[config.mk]
export PLATFORM = sky130hd
export DESIGN_NAME = lin_hdr_tx
export DESIGN_NICKNAME = d
export VERILOG_FILES = /design/src/rtl/lin_hdr_pkg.sv /design/src/rtl/lin_hdr_req.sv /design/src/rtl/lin_hdr_seq.sv /design/src/rtl/lin_hdr_berr.sv /design/src/rtl/lin_hdr_tx.sv
export SDC_FILE = /design/constraint.sdc
export NUM_CORES = 1
export LEC_CHECK = 0
export ABC_AREA = 0
export CELL_PAD_IN_SITES_DETAIL_PLACEMENT = 0
export CELL_PAD_IN_SITES_GLOBAL_PLACEMENT = 2
export CORE_UTILIZATION = 25
export CTS_CLUSTER_SIZE = 16
export DETAILED_ROUTE_END_ITERATION = 8
export PLACE_DENSITY_LB_ADDON = 0.1
export SKIP_LAST_GASP = 1
export SYNTH_ARGS = -nofsm -noshare
export SYNTH_HDL_FRONTEND = slang
export SYNTH_SLANG_ARGS = --single-unit
[constraint.sdc]
create_clock -name clk -period 3.15 [get_ports clk]
set_clock_uncertainty 0.2 [all_clocks]
set_input_delay 0.63 -clock clk [delete_from_list [all_inputs] [get_ports clk]]
set_output_delay 0.63 -clock clk [all_outputs]
set_load 0.01 [all_outputs]
[src/rtl/lin_hdr_pkg.sv]
package lin_hdr_pkg;

    localparam int BRK_W  = 4;
    localparam int DLM_W  = 2;
    localparam int SEL_W  = 2;
    localparam int ID_W   = 8;
    localparam int CNT_W  = (BRK_W > 4) ? BRK_W : 4;

    localparam logic [SEL_W-1:0] SEL_BRK    = 2'd0;
    localparam logic [SEL_W-1:0] SEL_SYNC   = 2'd1;
    localparam logic [SEL_W-1:0] SEL_FULL   = 2'd2;
    localparam logic [SEL_W-1:0] SEL_RXONLY = 2'd3;

    localparam logic [ID_W-1:0]  SYNC_BYTE  = 8'h55;
    localparam logic [CNT_W-1:0] CHAR_LAST  = CNT_W'(ID_W + 1);

    typedef enum logic [2:0] {
        ST_IDLE,
        ST_BRK,
        ST_DLM,
        ST_SYNC,
        ST_PID
    } hdr_st_e;

    typedef struct packed {
        logic [BRK_W-1:0] brk;
        logic [DLM_W-1:0] dlm;
        logic [ID_W-1:0]  pid;
    } hdr_cfg_t;

    // Protected identifier: low six bits kept, top two replaced when enabled.
    function automatic logic [ID_W-1:0] pid_fill(input logic [ID_W-1:0] id,
                                                  input logic en);
        logic p0;
        logic p1;
        p0 = id[0] ^ id[1] ^ id[2] ^ id[4];
        p1 = ~(id[1] ^ id[3] ^ id[4] ^ id[5]);
        return en ? {p1, p0, id[5:0]} : id;
    endfunction

    // Bit of an 8N1 character at position idx (0 start, 1..8 data, 9 stop).
    function automatic logic char_bit(input logic [ID_W-1:0] data,
                                      input logic [CNT_W-1:0] idx);
        logic [CNT_W-1:0] pos;
        pos = idx - CNT_W'(1);
        if (idx == '0)
            return 1'b0;
        else if (idx <= CNT_W'(ID_W))
            return data[pos[2:0]];
        else
            return 1'b1;
    endfunction

endpackage

[src/rtl/lin_hdr_req.sv]
module lin_hdr_req
    import lin_hdr_pkg::*;
(
    input  logic             clk,
    input  logic             rst,
    input  logic             set_i,
    input  logic [SEL_W-1:0] sel_i,
    input  logic             done_i,
    output logic             req_o,
    output logic [SEL_W-1:0] sel_o
);

    logic             req_q;
    logic [SEL_W-1:0] sel_q;

    always_ff @(posedge clk) begin
        if (rst) begin
            req_q <= 1'b0;
            sel_q <= SEL_BRK;
        end else if (done_i) begin
            req_q <= 1'b0;
        end else if (set_i && !req_q && (sel_i != SEL_RXONLY)) begin
            req_q <= 1'b1;
            sel_q <= sel_i;
        end
    end

    assign req_o = req_q;
    assign sel_o = sel_q;

    // a receive-only select never raises the request
    a_r4_rx_only_ignored: assert property (@(posedge clk) disable iff (rst)
        $rose(req_q) |-> ($past(sel_i) != SEL_RXONLY && $past(set_i)));

    // the request only drops when the sequencer reports completion
    a_r7_clear_on_done: assert property (@(posedge clk) disable iff (rst)
        $fell(req_q) |-> $past(done_i));

endmodule

[src/rtl/lin_hdr_seq.sv]
module lin_hdr_seq
    import lin_hdr_pkg::*;
(
    input  logic             clk,
    input  logic             rst,
    input  logic             tick_i,
    input  logic             req_i,
    input  logic [SEL_W-1:0] sel_i,
    input  logic [BRK_W-1:0] brk_len_i,
    input  logic [DLM_W-1:0] dlm_len_i,
    input  logic [ID_W-1:0]  id_i,
    input  logic             par_en_i,
    output logic             tx_o,
    output logic             active_o,
    output logic             done_o
);

    hdr_st_e          st_q, st_d;
    logic [CNT_W-1:0] cnt_q, cnt_d;
    hdr_cfg_t         cfg_q, cfg_d;

    always_comb begin
        st_d   = st_q;
        cnt_d  = cnt_q;
        cfg_d  = cfg_q;
        done_o = 1'b0;
        if (tick_i) begin
            unique case (st_q)
                ST_IDLE: begin
                    if (req_i) begin
                        st_d      = ST_BRK;
                        cnt_d     = '0;
                        cfg_d.brk = brk_len_i;
                        cfg_d.dlm = dlm_len_i;
                        cfg_d.pid = pid_fill(id_i, par_en_i);
                    end
                end
                ST_BRK: begin
                    if (cnt_q == CNT_W'(cfg_q.brk)) begin
                        st_d  = ST_DLM;
                        cnt_d = '0;
                    end else begin
                        cnt_d = cnt_q + CNT_W'(1);
                    end
                end
                ST_DLM: begin
                    if (cnt_q == CNT_W'(cfg_q.dlm)) begin
                        cnt_d = '0;
                        if (sel_i == SEL_BRK) begin
                            st_d   = ST_IDLE;
                            done_o = 1'b1;
                        end else begin
                            st_d = ST_SYNC;
                        end
                    end else begin
                        cnt_d = cnt_q + CNT_W'(1);
                    end
                end
                ST_SYNC: begin
                    if (cnt_q == CHAR_LAST) begin
                        cnt_d = '0;
                        if (sel_i == SEL_SYNC) begin
                            st_d   = ST_IDLE;
                            done_o = 1'b1;
                        end else begin
                            st_d = ST_PID;
                        end
                    end else begin
                        cnt_d = cnt_q + CNT_W'(1);
                    end
                end
                ST_PID: begin
                    if (cnt_q == CHAR_LAST) begin
                        cnt_d  = '0;
                        st_d   = ST_IDLE;
                        done_o = 1'b1;
                    end else begin
                        cnt_d = cnt_q + CNT_W'(1);
                    end
                end
                default: begin
                    st_d  = ST_IDLE;
                    cnt_d = '0;
                end
            endcase
        end
    end

    always_ff @(posedge clk) begin
        if (rst) begin
            st_q  <= ST_IDLE;
            cnt_q <= '0;
            cfg_q <= '0;
        end else begin
            st_q  <= st_d;
            cnt_q <= cnt_d;
            cfg_q <= cfg_d;
        end
    end

    always_comb begin
        unique case (st_q)
            ST_BRK:  tx_o = 1'b0;
            ST_DLM:  tx_o = 1'b1;
            ST_SYNC: tx_o = char_bit(SYNC_BYTE, cnt_q);
            ST_PID:  tx_o = char_bit(cfg_q.pid, cnt_q);
            default: tx_o = 1'b1;
        endcase
    end

    assign active_o = (st_q != ST_IDLE);

    // a header leaves idle only on a bit-time strobe with a request pending
    a_r8_start_on_tick: assert property (@(posedge clk) disable iff (rst)
        (st_q != ST_IDLE && $past(st_q) == ST_IDLE) |-> ($past(tick_i) && $past(req_i)));

endmodule

[src/rtl/lin_hdr_berr.sv]
module lin_hdr_berr
    import lin_hdr_pkg::*;
(
    input  logic clk,
    input  logic rst,
    input  logic tick_i,
    input  logic active_i,
    input  logic tx_i,
    input  logic rx_i,
    input  logic en_i,
    input  logic clr_i,
    output logic flag_o
);

    logic flag_q;
    logic set_w;

    assign set_w = tick_i && active_i && en_i && (rx_i != tx_i);

    always_ff @(posedge clk) begin
        if (rst)
            flag_q <= 1'b0;
        else if (set_w)
            flag_q <= 1'b1;
        else if (clr_i)
            flag_q <= 1'b0;
    end

    assign flag_o = flag_q;

    // without a clear, a set flag stays set
    a_r10_sticky: assert property (@(posedge clk) disable iff (rst)
        (flag_q && !clr_i) |=> flag_q);

    // the flag rises only on an enabled bit-time strobe
    a_r9_set_needs_enable: assert property (@(posedge clk) disable iff (rst)
        $rose(flag_q) |-> ($past(en_i) && $past(tick_i)));

endmodule

[src/rtl/lin_hdr_tx.sv]
module lin_hdr_tx
    import lin_hdr_pkg::*;
(
    input  logic             clk,
    input  logic             rst,
    input  logic             bit_tick,
    input  logic             send_req,
    input  logic [SEL_W-1:0] hdr_sel,
    input  logic [BRK_W-1:0] brk_len,
    input  logic [DLM_W-1:0] dlm_len,
    input  logic [ID_W-1:0]  frame_id,
    input  logic             id_par_en,
    input  logic             berr_en,
    input  logic             berr_clr,
    input  logic             rx_in,
    output logic             tx_out,
    output logic             hdr_busy,
    output logic             berr_flag,
    output logic             lin_irq
);

    logic             req_w;
    logic [SEL_W-1:0] sel_w;
    logic             done_w;
    logic             active_w;
    logic             tx_w;
    logic             flag_w;

    lin_hdr_req u_req (
        .clk    (clk),
        .rst    (rst),
        .set_i  (send_req),
        .sel_i  (hdr_sel),
        .done_i (done_w),
        .req_o  (req_w),
        .sel_o  (sel_w)
    );

    lin_hdr_seq u_seq (
        .clk       (clk),
        .rst       (rst),
        .tick_i    (bit_tick),
        .req_i     (req_w),
        .sel_i     (sel_w),
        .brk_len_i (brk_len),
        .dlm_len_i (dlm_len),
        .id_i      (frame_id),
        .par_en_i  (id_par_en),
        .tx_o      (tx_w),
        .active_o  (active_w),
        .done_o    (done_w)
    );

    lin_hdr_berr u_berr (
        .clk      (clk),
        .rst      (rst),
        .tick_i   (bit_tick),
        .active_i (active_w),
        .tx_i     (tx_w),
        .rx_i     (rx_in),
        .en_i     (berr_en),
        .clr_i    (berr_clr),
        .flag_o   (flag_w)
    );

    assign tx_out    = tx_w;
    assign hdr_busy  = req_w;
    assign berr_flag = flag_w;
    assign lin_irq   = flag_w;

endmodule

# == Word level (Yosys, flattened, before mapping) ==
# Memory sizes are Yosys's and may differ from the RTL's.
# Index checks and enable logic that the tools add are counted.
# totals
input_bits,24
mem_bits_ro,8
output_inout_bits,4
reg_bits,25
n_memories,1
wordCells,84
# mem_list
name,depth,word_bits,rd,rd_clocked_by_memory_dff,write_ports,line,text
(no name shown),8,1,1,0,0,lin_hdr_pkg.sv:49,return data[pos[2:0]];
# classes
n_bitwise,8
n_reduce_logical,17
addsub,2
muxes,31
eq_ne,15
n_lt_le_gt_ge,2
# ops
cell,n
$mux 3,6
$mux 4,4
$pmux 4 s4,1
$pmux 3 s5,1
$mux 1,14
$mux 8,1
$ne 2x1->1 const B,4
$eq 3x2->1 const B,2
$pmux 1 s3,2
$reduce_and 6->1,1
$xor 1x1->1,6
$logic_and 1x1->1,5
$add 4x1->4 const B,1
$eq 4x2->1,1
$eq 4x4->1,1
$eq 4x4->1 const B,1
$le 4x4->1 const B,1
$logic_not 4->1,1
$lt 3x4->1 const B,1
$ne 2x2->1 const B,2
$reduce_and 2->1,2
$reduce_or 2->1,2
$bmux 1 s3,1
$eq 3x1->1 const B,1
12 further kinds,13

# == Longest topological paths before layout ==
# logic_depth
word_depth,9
mapped_depth,8
depth_no_buf,7

# == Modules after synthesis ==
# Synthesis repeated with hierarchy kept, for this count alone.
# unflattened
hier_cells,182
area_unflattened_um2,1503.9
# modules_own_cells
module,n_inst,cells_each,area_each_um2,seq_area_each_um2
lin_hdr_seq,1,162,1315.0,420.4
lin_hdr_req,1,14,131.4,60.1
lin_hdr_berr,1,5,50.0,20.0
lin_hdr_tx,1,1,7.5,0.0

# == Worst setup path before layout ==
# No wires, ideal clock.
# synth_path
path_type,flip-flop to output port
startpoint,reg u_seq.cnt_q[0]
endpoint,out tx_out
setup_slack_ns,0.407
path_buffers,1
arrival_time_ns,1.913
required_time_ns,2.320
path_stages_with_launch,8
cell_sequence,dfxtp_1 buf_6 inv_1 ha_1 mux4_1 a211oi_1 or4_1 nand2_1
# synth_between
elab_chain_len,6
elab_cells_between_ends,12
cone_classes,add/sub: 1; order compare: 1; mux: 8; reduce/logical: 1; memory: 1
# synth_lines
element,line,text
"start, declared",lin_hdr_seq.sv:19,"logic [CNT_W-1:0] cnt_q, cnt_d;"
"start signal, assigned",lin_hdr_seq.sv:96,cnt_q <= cnt_d;
$sub 3x1->3,lin_hdr_pkg.sv:45,pos = idx - CNT_W'(1);
$mem_v2 8x1 / $bmux 1 s3 (equally long branches),--,
$mux 1 (implied by the code),lin_hdr_pkg.sv:49,
$mux 1,lin_hdr_pkg.sv:48,else if (idx <= CNT_W'(ID_W))
$mux 1,lin_hdr_pkg.sv:46,if (idx == '0)
$pmux 1 s3 *,lin_hdr_seq.sv:102,unique case (st_q)
"end, declared",lin_hdr_tx.sv:16,"output logic tx_out,"
# Mark *: on every way between the ends. The rest lies on a longest branch, timed or not. The select of a mux whose other input is x is not followed.

# == Worst setup path after layout ==
# layout_path
startpoint,reg u_seq.cnt_q[1]
endpoint,out tx_out
# The elaborated chain is that of the path after synthesis.

==> impl_results.md <==
* TritonRoute pass-1 iters at 4
* Worst VDD drop at 0.143 mV
* Fin nets at 227
* Antenna cells at 0
* Final period util at 97.1%
* Yosys top cell area share at 33.2%
* Synth Cell Area at 1510 µm²
* Number of global-route vias before repair at 1360
* CTS root buf: clkbuf_8
* DRC viols at 0
* CP cell instances: inv_1 > ha_4 > mux4_2 > a211oi_2 > or4_4 > nand2_2 > clkdlybuf4s15_2
* Largest net degree at the start of global routing at 16
* Post-Synthesis Cells at 172
* Syn_area_per_cell at 8.76 µm²
* GP Congestion at 0.752
* Measured slew at the worst slew-check pin at 897 ps
* CP delay by family, top: simple AND/OR/NAND/NOR gates
* Clock Sinks at 25
* Asr flop ratio synth at 0%
* Clock transition at the registers of the reported paths at 90 ps
* Slowest stage cell, crit path: or4_4
* Hold Path Class: flop to flop
* Post-route minimum period at 3060 ps
* Port bufs at 27
* CTS tree: done
* Dpl hpwl at 2.85 mm
* Die extent in y at 79.6 µm
* Ranking of synthesized cells by area: dfxtp_1 33%, mux2i_1 10%, nor2_1 5.2%
* Worst Path Required at 2320 ps
* Status: finished, final reports clean
* Startpoint Class: flop
* DIE AREA at 6340 µm²
* Iteration-0 DRC Markers at 40
* Worst setup margin at 92.6 ps
* Post-DR wirelength/cell at 13.8 µm
* CTS Buf Count at 3
* Relative slew slack at 39.6%
* Reg-to-Reg End: u_berr.flag_o
* Final hold vios at 0
* Path depth of the worst reg2reg path at 7
* Top FF cell, synth: dfxtp_1
* Vias after detailed routing at 1347
* Fill cell count at 566
* Final Cell Area at 1940 µm²
* Total Routing Usage GR at 13.1%
* Post-Syn Nets at 199
* WP depth at 7
* Crit Path Max Fanout at 2
* Max incr delay on CP at 550 ps
* Initial antenna violation count at 0
* Area post-placement at 1880 µm²
* Ys Warns at 0
* Final Util at 34.4%
* DRT Wirelength at 3.75 mm
* # setup viols final at 0
* Dpl ws at 7.33 ps
* Post-CTS Hold Fix Bufs at 0
* WHS at 298 ps
* Layout cell share with drive strength beyond 1 at 13.1%
* Yosys cell types at 46
* Post-synth top area cell: dfxtp_1
* GRT Residual Overflow at 0
* Core Region at 5640 µm²
* # Post-CTS Setup Buffers at 0
* First-pass GRT wire length at 6.49 mm
* WHS Path Cells at 2
* IO Pins at 28
* Rows at 27
* Worst Path Class, Setup: flop to output pin
* Clk Latency, worst-skew pair at 270 ps
* Register area share after synthesis at 33.2%
* Worst Setup SP: u_seq.cnt_q[1]
* Die width at 79.6 µm
* CP Data Arrival Time at 2230 ps
* Vias per inst at 4.97
* Buf/Inv on CP at 2
* Leakage at 0.719 nW
* #FFs+latches synth at 25
* Reg-to-reg slack, setup at 790 ps
* Setup TNS at 0 ps
* EDFF count, synth at 0
* PD cells at 355 nW/µm²
* Antenna-violating nets left at 0
* Max-slew violation count at 0
* Initial Util at 26.7%
* # Max-Cap Violations at 0
* Clock tree buffer depth at 2
* Critical R2R Launch: u_seq.cnt_q[1]
* Crit path capture type: output pin
* FMAX at 327 MHz
* H-Tree Depth at 1
* Worst Setup EP: tx_out
* Area grow syn2layout at 29.0%
## how the worst min path moves through the flow
stage,from,endpoint,slack [ps]
floorplan,u_seq.cfg_q[1],u_seq.cfg_q[1],250
global placement,u_seq.cfg_q[1],u_seq.cfg_q[1],280
detailed placement,u_seq.cfg_q[1],u_seq.cfg_q[1],280
CTS,u_seq.cfg_q[4],u_seq.cfg_q[4],300
global route,u_seq.cfg_q[4],u_seq.cfg_q[4],330
finish,u_seq.cfg_q[4],u_seq.cfg_q[4],300
## final cells by class
type	count	area (µm²)	share of cell area, %
Inverter	6	22.5	1.16
Sequential cell	25	500	25.8
Timing Repair Buffer	37	347	17.8
Clock buffer	3	41.3	2.12
Tap cell	72	90.1	4.64
Multi-Input combinational cell	127	937	48.2
Clock inverter	1	5.00	0.258
## sequential cells by signal (all words and copies together), names as in the netlist
| register | flops |
|---|---|
| u_seq.cfg_q | 14 |
| u_seq.cnt_q | 4 |
| u_seq.st_q | 3 |
| u_req.sel_o | 2 |
| u_berr.flag_o | 1 |
| u_req.req_o | 1 |
## layer usage
layer / vias up / share of wire, % / global-route usage (%)
met2: 21 / 50 / 24.0
met5: - / 0 / 0
met3: 4 / 2.6 / 2.06
li1: 679 / - / -
met4: 0 / 1.2 / 3.64
met1: 643 / 46 / 15.4
## logic make-up (layout without fill, tap and decap cells)
group                    Yosys count  count (layout)  synth area share, %
AO/OA/AOI/OAI                     32              32                 15.7
XOR/XNOR                          12              12                 6.98
adder cells (fa/ha/maj)            4               4                 3.16
buffers and inverters             20              47                 5.90
flip-flops                        25              25                 33.2
multiplexers                      17              17                 13.5
AND/OR/NAND/NOR                   62              62                 21.6
## power by group
part	total (mW)	internal (mW)	switching [mW]
clock	0.196	0.0885	0.107
combinational	0.152	0.0783	0.0739
sequential	0.342	0.330	0.0113
total	0.690	0.497	0.193
## cells in the mapped netlist (all sizes together) (5+ instances only)
master / n
a21oi: 7
nor3: 5
buf: 5
xnor2: 8
nor2: 21
dfxtp: 25
inv: 6
o21ai: 5
mux2i: 15
nand2: 12
clkbuf: 9
## metrics by stage
step	std cells	power [mW]
6_report	271	0.690
5_1_grt	271	0.733
4_1_cts	271	0.701
3_5_place_dp	267	0.501
3_3_place_gp	267	0.500
2_1_floorplan	172	0.437
## cell usage in the layout, fill, tap and decap left out, types with 2 or more instances in the layout
master            n
nor3_1            5
buf_4            10
dfxtp_1          25
o311ai_1          2
nor2_1           21
a211o_1           3
nor4_1            2
a21oi_1           7
inv_1             6
ha_1              2
o21ai_0           5
nand2_1          11
clkbuf_8          3
or4_4             3
o41ai_1           2
mux2i_1          15
nand3_1           4
clkdlybuf4s50_1  26
xor2_1            4
xnor2_1           8
a311oi_1          2
a31oi_1           2
nand2b_1          3
nor4b_1           2
## timing repair
action                                  in CTS  in global routing
gates resized for setup                      3                  5
endpoints found under the hold margin        0                  0
endpoints found under the setup margin       1                  1
pin swaps                                    0                  0
## worst min-delay path, stage by stage (launching register included)
cell,delay (ps)
dfxtp_1,330
mux2i_1,60
nor2_1,70
No activity file was read; power rests on OpenSTA's default activity.
